==> src/rtl/pil_pkg.sv <==
// Shared encodings for the post-increment load unit.
// Assumes a 2-bit size code and a 2-bit offset-form code from the decoder.
package pil_pkg;
    typedef enum logic [1:0] {
        SZ_BYTE = 2'd0,
        SZ_HALF = 2'd1,
        SZ_WORD = 2'd2,
        SZ_DBL  = 2'd3
    } size_e;

    typedef enum logic [1:0] {
        FORM_IMM   = 2'd0,
        FORM_SCALE = 2'd1,
        FORM_REG   = 2'd2,
        FORM_REG2  = 2'd3
    } form_e;

    typedef enum logic [2:0] {
        ST_IDLE = 3'd0,
        ST_REQ  = 3'd1,
        ST_WAIT = 3'd2,
        ST_WB   = 3'd3,
        ST_BAD  = 3'd4
    } state_e;
endpackage

==> src/rtl/pil_offset.sv <==
// Computes the updated base: base plus an offset chosen by the form code.
// Assumes immediates arrive in the low bits of imm; the sum wraps modulo 2^XLEN.
module pil_offset #(
    parameter int XLEN  = 64,
    parameter int IMM_W = 16,
    parameter int DS_W  = 14
) (
    input  pil_pkg::form_e   form,
    input  logic [XLEN-1:0]  base,
    input  logic [XLEN-1:0]  index,
    input  logic [IMM_W-1:0] imm,
    output logic [XLEN-1:0]  sum
);
    localparam int SC_W = DS_W + 2;

    logic [XLEN-1:0] off_imm;
    logic [XLEN-1:0] off_scaled;
    logic [XLEN-1:0] off_sel;

    // Sign-extend the full immediate.
    assign off_imm    = {{(XLEN-IMM_W){imm[IMM_W-1]}}, imm};
    // Scale the short immediate by four, then sign-extend it.
    assign off_scaled = {{(XLEN-SC_W){imm[DS_W-1]}}, imm[DS_W-1:0], 2'b00};

    // Pick the offset for this form.
    always_comb begin
        unique case (form)
            pil_pkg::FORM_IMM:   off_sel = off_imm;
            pil_pkg::FORM_SCALE: off_sel = off_scaled;
            default:             off_sel = index;
        endcase
    end

    // Wrapping add; carry out is discarded.
    assign sum = base + off_sel;
endmodule

==> src/rtl/pil_extend.sv <==
// Trims right-aligned read data to the access size and zero- or sign-extends it.
// Assumes the byte lane never sign-extends and the full-width lane passes through.
module pil_extend #(
    parameter int XLEN = 64
) (
    input  pil_pkg::size_e  size,
    input  logic            sgn,
    input  logic [XLEN-1:0] raw,
    output logic [XLEN-1:0] value
);
    localparam int NLANE = 4;

    logic [XLEN-1:0] cand [NLANE];

    // One candidate result per access width.
    for (genvar g = 0; g < NLANE; g++) begin : g_lane
        localparam int W = 8 << g;
        if (W >= XLEN) begin : g_full
            assign cand[g] = raw;
        end else if (g == 0) begin : g_byte
            assign cand[g] = {{(XLEN-W){1'b0}}, raw[W-1:0]};
        end else begin : g_part
            assign cand[g] = sgn ? {{(XLEN-W){raw[W-1]}}, raw[W-1:0]}
                                 : {{(XLEN-W){1'b0}}, raw[W-1:0]};
        end
    end

    // Select the lane for the requested size.
    assign value = cand[size];
endmodule

==> src/rtl/pil_ctrl.sv <==
// Sequencer: idle, request, wait for data, write back; or idle, reject.
// Assumes op_bad is valid whenever op_valid is high.
module pil_ctrl (
    input  logic clk,
    input  logic rst_n,
    input  logic op_valid,
    input  logic op_bad,
    input  logic mem_req_ready,
    input  logic mem_rsp_valid,
    output logic op_ready,
    output logic op_fire,
    output logic mem_req_valid,
    output logic mem_rsp_ready,
    output logic rsp_fire,
    output logic wb_en,
    output logic done,
    output logic invalid
);
    import pil_pkg::*;

    state_e state, state_nx;

    // Decode outputs from the current state.
    assign op_ready      = (state == ST_IDLE);
    assign mem_req_valid = (state == ST_REQ);
    assign mem_rsp_ready = (state == ST_WAIT);
    assign wb_en         = (state == ST_WB);
    assign invalid       = (state == ST_BAD);
    assign done          = wb_en || invalid;
    assign op_fire       = op_ready && op_valid;
    assign rsp_fire      = mem_rsp_ready && mem_rsp_valid;

    // Next-state selection.
    always_comb begin
        state_nx = state;
        unique case (state)
            ST_IDLE: if (op_valid) state_nx = op_bad ? ST_BAD : ST_REQ;
            ST_REQ:  if (mem_req_ready) state_nx = ST_WAIT;
            ST_WAIT: if (mem_rsp_valid) state_nx = ST_WB;
            default: state_nx = ST_IDLE;
        endcase
    end

    // State register with synchronous reset.
    always_ff @(posedge clk) begin
        if (!rst_n) state <= ST_IDLE;
        else        state <= state_nx;
    end


    inv_no_write_chk: assert property (@(posedge clk) disable iff (!rst_n)
        invalid |-> done && !wb_en && !mem_req_valid);

    wb_after_rsp_chk: assert property (@(posedge clk) disable iff (!rst_n)
        rsp_fire |=> wb_en && done);

    busy_done_chk: assert property (@(posedge clk) disable iff (!rst_n)
        done |-> !op_ready);

    reset_idle_chk: assert property (@(posedge clk)
        !rst_n |=> op_ready && !mem_req_valid && !done);
endmodule

==> src/rtl/postinc_load_unit.sv <==
// Post-increment load unit: reads at the unmodified base, then writes the
// extended data to the target and base plus offset to the base register.
// Assumes one operation in flight and right-aligned read data.
module postinc_load_unit #(
    parameter int XLEN  = 64,
    parameter int IDX_W = 5,
    parameter int IMM_W = 16,
    parameter int DS_W  = 14,
    parameter int SZ_W  = 4
) (
    input  logic             clk,
    input  logic             rst_n,
    input  logic             op_valid,
    output logic             op_ready,
    input  logic [1:0]       op_size,
    input  logic             op_signed,
    input  logic [1:0]       op_form,
    input  logic [XLEN-1:0]  ra_val,
    input  logic [XLEN-1:0]  rb_val,
    input  logic [IMM_W-1:0] imm,
    input  logic [IDX_W-1:0] rt_idx,
    input  logic [IDX_W-1:0] ra_idx,
    output logic             mem_req_valid,
    input  logic             mem_req_ready,
    output logic [XLEN-1:0]  mem_req_addr,
    output logic [SZ_W-1:0]  mem_req_size,
    input  logic             mem_rsp_valid,
    output logic             mem_rsp_ready,
    input  logic [XLEN-1:0]  mem_rsp_data,
    output logic             rt_we,
    output logic [IDX_W-1:0] rt_waddr,
    output logic [XLEN-1:0]  rt_wdata,
    output logic             ra_we,
    output logic [IDX_W-1:0] ra_waddr,
    output logic [XLEN-1:0]  ra_wdata,
    output logic             done,
    output logic             invalid
);
    import pil_pkg::*;

    logic             op_fire;
    logic             rsp_fire;
    logic             wb_en;
    logic             op_bad;
    size_e            q_size;
    logic             q_sgn;
    form_e            q_form;
    logic [XLEN-1:0]  q_base;
    logic [XLEN-1:0]  q_index;
    logic [IMM_W-1:0] q_imm;
    logic [IDX_W-1:0] q_rt;
    logic [IDX_W-1:0] q_ra;
    logic [XLEN-1:0]  ext_val;
    logic [XLEN-1:0]  q_load;

    // Invalid form: base index zero or aliasing the target.
    assign op_bad = (ra_idx == '0) || (ra_idx == rt_idx);

    pil_ctrl u_ctrl (
        .clk           (clk),
        .rst_n         (rst_n),
        .op_valid      (op_valid),
        .op_bad        (op_bad),
        .mem_req_ready (mem_req_ready),
        .mem_rsp_valid (mem_rsp_valid),
        .op_ready      (op_ready),
        .op_fire       (op_fire),
        .mem_req_valid (mem_req_valid),
        .mem_rsp_ready (mem_rsp_ready),
        .rsp_fire      (rsp_fire),
        .wb_en         (wb_en),
        .done          (done),
        .invalid       (invalid)
    );

    // Capture the operation's operands on acceptance.
    always_ff @(posedge clk) begin
        if (!rst_n) begin
            q_size  <= SZ_BYTE;
            q_sgn   <= 1'b0;
            q_form  <= FORM_IMM;
            q_base  <= '0;
            q_index <= '0;
            q_imm   <= '0;
            q_rt    <= '0;
            q_ra    <= '0;
        end else if (op_fire) begin
            q_size  <= size_e'(op_size);
            q_sgn   <= op_signed;
            q_form  <= form_e'(op_form);
            q_base  <= ra_val;
            q_index <= rb_val;
            q_imm   <= imm;
            q_rt    <= rt_idx;
            q_ra    <= ra_idx;
        end
    end

    // Request carries the raw base and the byte count.
    assign mem_req_addr = q_base;
    assign mem_req_size = SZ_W'(1) << q_size;

    pil_extend #(.XLEN(XLEN)) u_ext (
        .size  (q_size),
        .sgn   (q_sgn),
        .raw   (mem_rsp_data),
        .value (ext_val)
    );

    // Hold the extended load value from the data handshake.
    always_ff @(posedge clk) begin
        if (!rst_n)        q_load <= '0;
        else if (rsp_fire) q_load <= ext_val;
    end

    pil_offset #(.XLEN(XLEN), .IMM_W(IMM_W), .DS_W(DS_W)) u_off (
        .form  (q_form),
        .base  (q_base),
        .index (q_index),
        .imm   (q_imm),
        .sum   (ra_wdata)
    );

    // Paired write-back outputs.
    assign rt_we    = wb_en;
    assign ra_we    = wb_en;
    assign rt_waddr = q_rt;
    assign ra_waddr = q_ra;
    assign rt_wdata = q_load;


    req_hold_chk: assert property (@(posedge clk) disable iff (!rst_n)
        mem_req_valid && !mem_req_ready |=> mem_req_valid
            && $stable(mem_req_addr) && $stable(mem_req_size));

    req_onehot_chk: assert property (@(posedge clk) disable iff (!rst_n)
        mem_req_valid |-> $onehot0(mem_req_size) && mem_req_size != '0);

    wb_pair_chk: assert property (@(posedge clk) disable iff (!rst_n)
        rt_we |-> ra_we && done && !invalid);

    wb_alias_chk: assert property (@(posedge clk) disable iff (!rst_n)
        ra_we |-> ra_waddr != '0 && ra_waddr != rt_waddr);
endmodule

==> config.mk <==
export PLATFORM = sky130hd
export DESIGN_NAME = postinc_load_unit
export DESIGN_NICKNAME = d
export VERILOG_FILES = /design/src/rtl/pil_pkg.sv /design/src/rtl/pil_offset.sv /design/src/rtl/pil_extend.sv /design/src/rtl/pil_ctrl.sv /design/src/rtl/postinc_load_unit.sv
export SDC_FILE = /design/constraint.sdc
export NUM_CORES = 1
export LEC_CHECK = 0
export ABC_CLOCK_PERIOD_IN_PS = 4350
export BUFFER_PORTS_ARGS = -buffer_cell sky130_fd_sc_hd__buf_2
export CAP_MARGIN = 30
export CORE_ASPECT_RATIO = 1.4
export CORE_MARGIN = 2
export CORE_UTILIZATION = 45
export CTS_CLUSTER_DIAMETER = 100
export DETAILED_ROUTE_END_ITERATION = 12
export PLACE_DENSITY = 0.75
export SYNTH_ARGS = -nofsm -noshare
export SYNTH_HDL_FRONTEND = slang
export SYNTH_SLANG_ARGS = --single-unit
==> constraint.sdc <==
create_clock -name clk -period 4.35 [get_ports clk]
set_input_delay 0.2175 -clock clk [delete_from_list [all_inputs] [get_ports clk]]
set_output_delay 0.2175 -clock clk [all_outputs]
set_load 0.05 [all_outputs]
**Word level (Yosys, flattened, before mapping)**

Cells that the tools add are included.
Widths: inputs -> output; s select.

- Input port bits: 228
- Memories kept: 0
- Output and inout bits: 213
- Logic and storage cells: 42
- Bits in latches: 0
- Memory bits (writable): 0
- ROM bits: 0
- Register bits after elaboration: 226

- Reduce and logical (&&, ||, !) cells: 8
- Shift operators: 1
- Muxes and demuxes: 11
- Bitwise logic cells: 1
- $lt $le $gt $ge: 1
- $add $sub $neg: 1
- Eq/ne operators: 9
- Multipliers: 0
- Divide/modulo/power cells: 0

Operators by type and width:

| operator | count |
|---|---|
| $mux 64 | 4 |
| $bmux 64 s2 | 1 |
| $pmux 64 s2 | 1 |
| $add 64x64->64 | 1 |
| $mux 3 | 4 |
| $pmux 3 s3 | 1 |
| $eq 3x2->1 const B | 2 |
| $eq 5x5->1 | 1 |
| $logic_not 5->1 | 1 |
| $ne 2x2->1 const B | 2 |
| $shl 1x2->4 const A | 1 |
| $eq 3x1->1 const B | 1 |
| $eq 3x3->1 const B | 1 |
| $ge 3x3->1 const B | 1 |
| $logic_not 3->1 | 1 |
| $not 2->3 | 1 |
| $reduce_and 3->1 | 1 |
| $eq 2x1->1 const B | 1 |
| $logic_and 1x1->1 | 2 |
| $logic_not 2->1 | 1 |
| $logic_or 1x1->1 | 2 |
| $ne 2x1->1 const B | 1 |

**Logic depth before layout (Yosys ltp)**

Gate-level depths: netlist (run 1).

- Depth in word-level cells: 5
- Gate-level depth with buffers: 17
- Depth with buffers taken out: 14

**Cells and area by module**

Synthesis (run 1) repeated with hierarchy kept, for this count alone.

- Cells, all modules: 1568
- Area, all modules: 14102.3 um^2

By module, submodules not included:

| module | sequential area each (um^2) | area an instance (um^2) | cells an instance | instances |
|---|---|---|---|---|
| postinc_load_unit | 4464.3 | 8553.2 | 733 | 1 |
| pil_offset | 0.0 | 4664.5 | 729 | 1 |
| pil_extend | 0.0 | 670.6 | 83 | 1 |
| pil_ctrl | 60.1 | 214.0 | 23 | 1 |

**Least setup slack after synthesis (run 1)**

Ideal clock, no wire load.

- Path kind: reg2out
- Start: register q_form[0]
- End: output ra_wdata[63]
- Required time: 4133 ps
- Buffers on the path: 4
- Stages on the path, launching flop included: 16
- Path slack: -174 ps
- Arrival time: 4306 ps
- Cells stage by stage: dfxtp_1 > clkbuf_1 > nor2b_1 > a211oi_1 > clkbuf_1 > clkbuf_1 > a21oi_1 > ha_1 > clkbuf_1 > a21oi_1 > o21ai_0 > or3_1 > o22a_2 > a221oi_1 > o31ai_1 > xnor2_1

- Cells in the longest elaborated chain, start to end: 3
- Elaborated cells on any way between the ends: 4
- Those cells by class: 1 x add/sub; 1 x eq/ne; 1 x mux; 1 x reduce/logical

Ends and longest elaborated chain:

| element | line | RTL |
|---|---|---|
| from (decl) | postinc_load_unit.sv:47 | `form_e q_form;` |
| from (signal assigned) | postinc_load_unit.sv:90 | `q_form <= form_e'(op_form);` |
| $eq 2x1->1 / $logic_not 2->1 (equally long branches) | pil_offset.sv:27 | `unique case (form)` |
| $pmux 64 s2 * | pil_offset.sv:27 |  |
| $add 64x64->64 * | pil_offset.sv:35 | `assign sum = base + off_sel;` |
| to (decl) | postinc_load_unit.sv:35 | `output logic [XLEN-1:0] ra_wdata,` |

Mark *: on every way between the ends. The rest lies on a longest branch, timed or not.

**Final worst setup path (run 1)**

- Start: register q_form[0]
- End: output ra_wdata[60]

Same word-level chain as after synthesis.

==> impl_metrics.csv, run 1 <==
group,metric,value,unit
sta,period_share,101.0,%
clock_tree,htreeDepth,1,
synthesis,ys_types,61,
sta,fmax,0.2276,GHz
cells_and_area,instances_no_fill,2757,
route,wl,52270,um
worst_setup_path,rr_worst_depth,5,
grt,grt_pass1_wl,78930,um
synthesis,synth_ff_type,"dfxtp_1",
pwr,peakVddDrop,0.3067,mV
synthesis,synth_top_area_share,35.24,%
synthesis,postSynthCellCount,1718,
placement,portBuffers,440,
cells_and_area,final_layout_size_suffix_gt1_share,27.89,%
sta,worst_slack,-0.04411,ns
sta,min_period,4.394,ns
route,routed-via-count,15300,
pwr,p_leak,8.774,nW
synthesis,yosys.area.top_type,"dfxtp_1",
outcome,violations,"negative setup slack",
worst_setup_path,crit_start,"q_form[0]",
floorplanning,die_area,29910,um2
clock_tree,cts_buffers,23,
cells_and_area,num-fill-cells,2101,
route,drc,0,
worst_setup_path,crit_path_end,"ra_wdata[60]",
route,viasPerCell,5.549,
clock_tree,clk_latency,0.55,ns
hold_path,hold_path_class,"in2reg",
synthesis,synth_area_leaders,"dfxtp_1, nand2_1, a21boi_0",
synthesis,synth_top_cells_by_count,"nand2_1, dfxtp_1, a21boi_0",
placement,place_congestion,0.9341,
cells_and_area,area_growth,52.26,%
clock_tree,clk_pin_slew,0.07,ns
worst_setup_path,required,4.13,ns
worst_setup_path,cp_max_fo,7,
outcome,outcome,"finished with violations",
clock_tree,clock_sinks,226,
floorplanning,fp-row-count,73,
cells_and_area,multiInputGateArea,8182,um2
sta,slew_headroom,39.83,%
route,ant_nets,0,
worst_setup_path,r2r_end,"q_imm[14]",
route,first_pass_iters,5,
worst_setup_path,rrSetupSlack,1.69,ns
synthesis,yosysMostFrequentCell,"nand2_1",
clock_tree,tritoncts,"done",
worst_setup_path,r2r-start,"u_ctrl.state[1]",
clock_tree,cts_buffer_depth,3,
route,post_drt_wl_per_cell,18.96,um
synthesis,ys_ff_latch,226,
worst_setup_path,crit_arrival,4.18,ns
floorplanning,die_width,146.7,um
run,maxCapViolations,0,
route,drt_iter0_drc,967,
worst_setup_path,path_class,"reg2out",
sta,setup_viol_count_final,4,
grt,overflow,0,
sta,fin_hold_ws,0.01838,ns
sta,rsz0062_at_grt,"yes",
floorplanning,start_util,45.48,%
sta,hold_viol_final,0,
pwr,power_density,376.6,nW/um2
synthesis,syn_avg_cell_area,7.472,um2
synthesis,synth_warnings,0,
floorplanning,coreArea,28220,um2
clock_tree,cts_root_buf,"clkbuf_16",
worst_setup_path,startpoint_type,"flop",
synthesis,synth-edff-count,0,
floorplanning,die_h,203.8,um
synthesis,yosysSeqAreaShare,35.24,%
placement,dp.cells,2445,
cells_and_area,seq_area,4531,um2
worst_setup_path,crit_path_end_kind,"output port",
placement,place_hpwl,33480,um
sta,fin_skew,0.01503,ns
grt,grt_pass1_vias,15440,
cells_and_area,nNetsFinal,2657,
sta,worst_pin_slew,0.9025,ns
floorplanning,num_io_pins,441,
grt,antenna_found_initial,1,
sta,slew_violations,0,
synthesis,synth_nets,2010,
synthesis,async_flop_share,0,%
grt,grt_usage,32.61,%
grt,grt_start_max_net_pins,170,
synthesis,synth_area,12840,um2
per-layer routing:
metal / global-route usage (%) / up-vias / part of all wire [%]
li1: - / 7120 / -
met1: 33.10 / 7133 / 35
met2: 61.44 / 803 / 52
met3: 5.670 / 243 / 6.6
met4: 20.42 / 0 / 7.0
met5: 0 / - / 0
report_power, final:
group	internal, W	switching (W)	leakage, nW
Clock	0.00136	0.000897	0.403
Sequential	0.00220	0.000116	1.85
Combinational	0.000943	0.00185	6.52
kinds of logic after synthesis:
group / count (synthesis) / synth area share, %
adder cells (fa/ha/maj): 64 / 6.296
XOR/XNOR: 66 / 4.503
AO/OA/AOI/OAI: 558 / 27.83
flip-flops: 226 / 35.24
AND/OR/NAND/NOR: 602 / 19.43
buffers and inverters: 188 / 5.614
multiplexers: 14 / 1.092
worst min-delay path by stage:
stage,start,to,slack [ns],depth (start not counted)
global route,op_form[1],q_form[1],0.03,3
finish,op_form[1],q_form[1],0.02,3
global placement,rt_wdata[14],rt_wdata[14],0.45,2
CTS,imm[10],q_imm[10],0.003,3
floorplan,mem_rsp_data[63],rt_wdata[63],0.36,2
detailed placement,rt_wdata[9],rt_wdata[9],0.46,2
critical path: stages, from the launching register on:
cell,delay [ns]
dfxtp_4,0.36
buf_6,0.12
a211oi_4,0.20
buf_6,0.16
buf_12,0.14
a21oi_1,0.06
ha_2,0.40
nand2_2,0.09
or3_4,0.37
or2_4,0.27
o32ai_4,0.21
a211oi_2,0.09
o21a_2,0.28
o211a_4,0.26
o31ai_4,0.21
xor2_2,0.19
buf_6,0.19
per-stage QoR:
stage | TNS (ns) | total power (W) | area, um2 | worst slack (ns) | utilization [%]
finish | -0.1536 | 0.007360 | 19550 | -0.04411 | 69.26
global route | -1.502 | 0.007609 | 19550 | -0.2119 | 69.26
CTS | -0.1998 | 0.007214 | 19020 | -0.07961 | 67.38
detailed placement | 0 | 0.004666 | 15370 | 0.1356 | 54.45
global placement | 0 | 0.004647 | 15370 | 0.2133 | 54.45
floorplan | 0 | 0.003996 | 12880 | 0.007054 | -
cell type report:
cell class	instances	area share, %
antenna	1	0.01280
multi-input combinational	1304	41.86
clock buffer	28	3.092
tap	375	2.400
sequential	226	23.18
timing repair buffer	739	26.86
clock inverter	13	1.235
inverter	71	1.363
flip-flops by register name, indices dropped and copies added (netlist names):
register,flops
rt_waddr,5
mem_req_addr,64
q_index,64
q_sgn,1
q_form,2
u_ctrl.state,3
q_size,2
ra_waddr,5
q_imm,16
rt_wdata,64
cell usage in the layout (no fill, tap or decap), types with 18 or more instances in the layout:
master	synthesis	layout
nand2_1	455	453
buf_2	6	416
dfxtp_1	226	223
dlygate4sd3_1	0	221
a21boi_0	177	175
a21oi_1	172	155
o21ai_0	96	90
buf_4	2	73
inv_1	71	71
ha_1	63	45
nor2_1	45	40
xnor2_1	43	36
a21o_1	27	27
clkbuf_16	0	23
xor2_1	23	20
nand3_1	19	18
buf_6	0	18
what timing repair did:
action,in CTS,in global routing
buffers inserted,32,15
pin swaps,51,40
hold buffers,219,2
hold endpoints to repair,219,2
endpoints found under the setup margin,28,32
gates resized for setup,75,89
gates cloned,2,0
Note: power is estimated with default switching activity, not from simulation.
==> run 2: changes to the inputs <==
--- a/config.mk
+++ b/config.mk
@@ -8,12 +8,14 @@
 export ABC_CLOCK_PERIOD_IN_PS = 4350
 export BUFFER_PORTS_ARGS = -buffer_cell sky130_fd_sc_hd__buf_2
 export CAP_MARGIN = 30
+export CELL_PAD_IN_SITES_DETAIL_PLACEMENT = 0
+export CELL_PAD_IN_SITES_GLOBAL_PLACEMENT = 1
 export CORE_ASPECT_RATIO = 1.4
 export CORE_MARGIN = 2
-export CORE_UTILIZATION = 45
+export CORE_UTILIZATION = 36
 export CTS_CLUSTER_DIAMETER = 100
 export DETAILED_ROUTE_END_ITERATION = 12
-export PLACE_DENSITY = 0.75
+export PLACE_DENSITY = 0.83
 export SYNTH_ARGS = -nofsm -noshare
 export SYNTH_HDL_FRONTEND = slang
 export SYNTH_SLANG_ARGS = --single-unit
==> impl_metrics.csv, run 2 (same netlist as run 1, synthesis figures left out) <==
group,metric,value,unit
outcome,outcome,"finished with violations",
outcome,violations,"negative setup slack",
worst_setup_path,rr_worst_depth,5,
worst_setup_path,r2r_end,"ra_waddr[1]",
worst_setup_path,required,4.13,ns
pwr,p_leak,8.655,nW
sta,hold_viol_final,0,
sta,slew_violations,0,
placement,place_hpwl,35220,um
clock_tree,htreeDepth,1,
clock_tree,clk_latency,0.54,ns
grt,grt_pass1_vias,14640,
clock_tree,cts_root_buf,"clkbuf_16",
grt,grt_pass1_wl,76090,um
grt,antenna_found_initial,2,
sta,fin_skew,0.01565,ns
worst_setup_path,critPathSlowestCell,"dfxtp_4",
pwr,peakVddDrop,0.3246,mV
clock_tree,clock_sinks,226,
clock_tree,tritoncts,"done",
worst_setup_path,crit_path_end_kind,"output port",
route,ant_nets,0,
sta,fmax,0.2293,GHz
floorplanning,die_width,163.6,um
sta,setup_viol_count_final,1,
sta,rsz0062_at_grt,"yes",
cells_and_area,layout_commonest_cell,"nand2_1",
placement,portBuffers,440,
clock_tree,clk_pin_slew,0.06,ns
cells_and_area,nNetsFinal,2653,
floorplanning,start_util,36.61,%
route,post_drt_wl_per_cell,17.71,um
worst_setup_path,path_class,"reg2out",
sta,period_share,100.3,%
worst_setup_path,crit_buf_inv,3,
cells_and_area,final_layout_size_suffix_gt1_share,28.20,%
floorplanning,die_h,227.4,um
clock_tree,cts_buffer_depth,3,
sta,worst_slack,-0.01183,ns
worst_setup_path,rrSetupSlack,1.97,ns
worst_setup_path,path_cells,"a211oi_4, buf_12, buf_12, a21oi_2, ha_1, nand4_1, or3_4, or2_4, o32ai_4, a211oi_4, o21a_2, o211a_4, o31ai_4, xor2_2, buf_6",
route,first_pass_iters,5,
worst_setup_path,cp_max_fo,7,
worst_setup_path,worst_path_dominant_cell_family,"compound AO/OA/AOI/OAI gates",
worst_setup_path,crit_path_end,"ra_wdata[60]",
run,maxCapViolations,0,
floorplanning,fp-row-count,81,
grt,grt_start_max_net_pins,98,
route,drc,0,
route,wl,50220,um
sta,worst_pin_slew,0.7264,ns
placement,place_congestion,0.9434,
cells_and_area,area_growth,52.11,%
worst_setup_path,r2r-start,"u_ctrl.state[1]",
route,viasPerCell,5.151,
sta,slew_headroom,51.51,%
floorplanning,coreArea,35070,um2
cells_and_area,mostFrequentLayoutCells,"nand2_1, buf_2, dfxtp_1, dlygate4sd3_1, a21boi_0",
worst_setup_path,crit_arrival,4.14,ns
grt,grt_usage,25.58,%
floorplanning,num_io_pins,441,
worst_setup_path,startpoint_type,"flop",
worst_setup_path,crit_start,"q_form[1]",
pwr,power_density,359.7,nW/um2
floorplanning,die_area,37210,um2
grt,overflow,0,
clock_tree,cts_buffers,24,
worst_setup_path,critical_path.max_stage_delay,0.39,ns
worst_setup_path,crit_cells,15,
route,drt_iter0_drc,736,
hold_path,hold_path_class,"in2reg",
placement,dp_slack,0.1453,ns
sta,min_period,4.362,ns
route,routed-via-count,14600,
sta,setup_tns,-0.01183,ns
## run 2: cell types whose count changed in the layout (fill, tap and decap cells not counted), moves of 3 or more
cell	delta
a21oi_1	-10
a21oi_2	+14
a21oi_4	-4
buf_2	+3
buf_6	-7
bufinv_16	-6
clkbuf_1	+3
dlygate4sd3_1	-3
ha_2	-3
ha_4	+3
## run 2: worst min-delay path, delay by kind of cell
| family | cells | cell delay, ns |
|---|---|---|
| buffers and inverters | 1 | 0.10 |
| and+or+nand+nor | 1 | 0.10 |
| AOI/OAI and AO/OA | 1 | 0.09 |
## run 2: metrics by stage
stage                     cells  utilization, %  power (W)  area (um2)  hold slack, ns
after floorplan            1718               -   0.003996       12880          0.3561
after global placement     2528           44.23   0.004678       15510          0.4486
after detailed placement   2529           44.31   0.004692       15540          0.4559
after CTS                  2820           54.36   0.006983       19060        0.007487
after global routing       2834           55.68   0.007322       19520        0.009760
final                      2835           55.68   0.007023       19530         0.01258
## run 2: worst min path at each step
stage | startpoint | end | slack [ns] | cells past startpoint
final | rb_val[1] | q_index[1] | 0.01 | 3
after global placement | rt_wdata[14] | rt_wdata[14] | 0.45 | 2
after detailed placement | rt_wdata[6] | rt_wdata[6] | 0.46 | 2
after floorplan | mem_rsp_data[63] | rt_wdata[63] | 0.36 | 2
after global routing | rb_val[4] | q_index[4] | 0.01 | 3
after CTS | rb_val[4] | q_index[4] | 0.007 | 3
## run 2: layout make-up
cell class / count / area [um2]
fillers: 3254 / 15540
multi-input cells: 1304 / 8239
repair buffers: 734 / 5179
flip-flops and latches: 226 / 4533
clock buffers: 35 / 693.2
well taps: 456 / 570.5
inverters: 71 / 266.5
clock inverters: 6 / 37.54
diodes: 3 / 7.507
## run 2: report_power, final
group | total, W | switching, W | internal (W) | leakage [nW]
Clock | 0.00197 | 0.000876 | 0.00110 | 0.350
Sequential | 0.00232 | 0.000114 | 0.00220 | 1.85
Combinational | 0.00273 | 0.00181 | 0.000926 | 6.46
Total | 0.00702 | 0.00280 | 0.00423 | 8.65
## run 2: what timing repair did
| item | 4_1_cts | 5_1_grt |
|---|---|---|
| gates resized for setup | 77 | 99 |
| gates cloned | 2 | 0 |
| pin swaps | 40 | 40 |
| endpoints found under the hold margin | 218 | 0 |
| hold buffers | 218 | 0 |
| buffers inserted | 31 | 14 |
| endpoints found under the setup margin | 30 | 30 |
## run 2: metal layers
layer | wire length (um) | up-vias | track usage [%]
met5 | 0 | - | 0
met4 | 3139 | 0 | 14.26
met3 | 2920 | 151 | 4.354
met2 | 25550 | 521 | 47.35
met1 | 18610 | 6822 | 27.34
li1 | - | 7109 | -
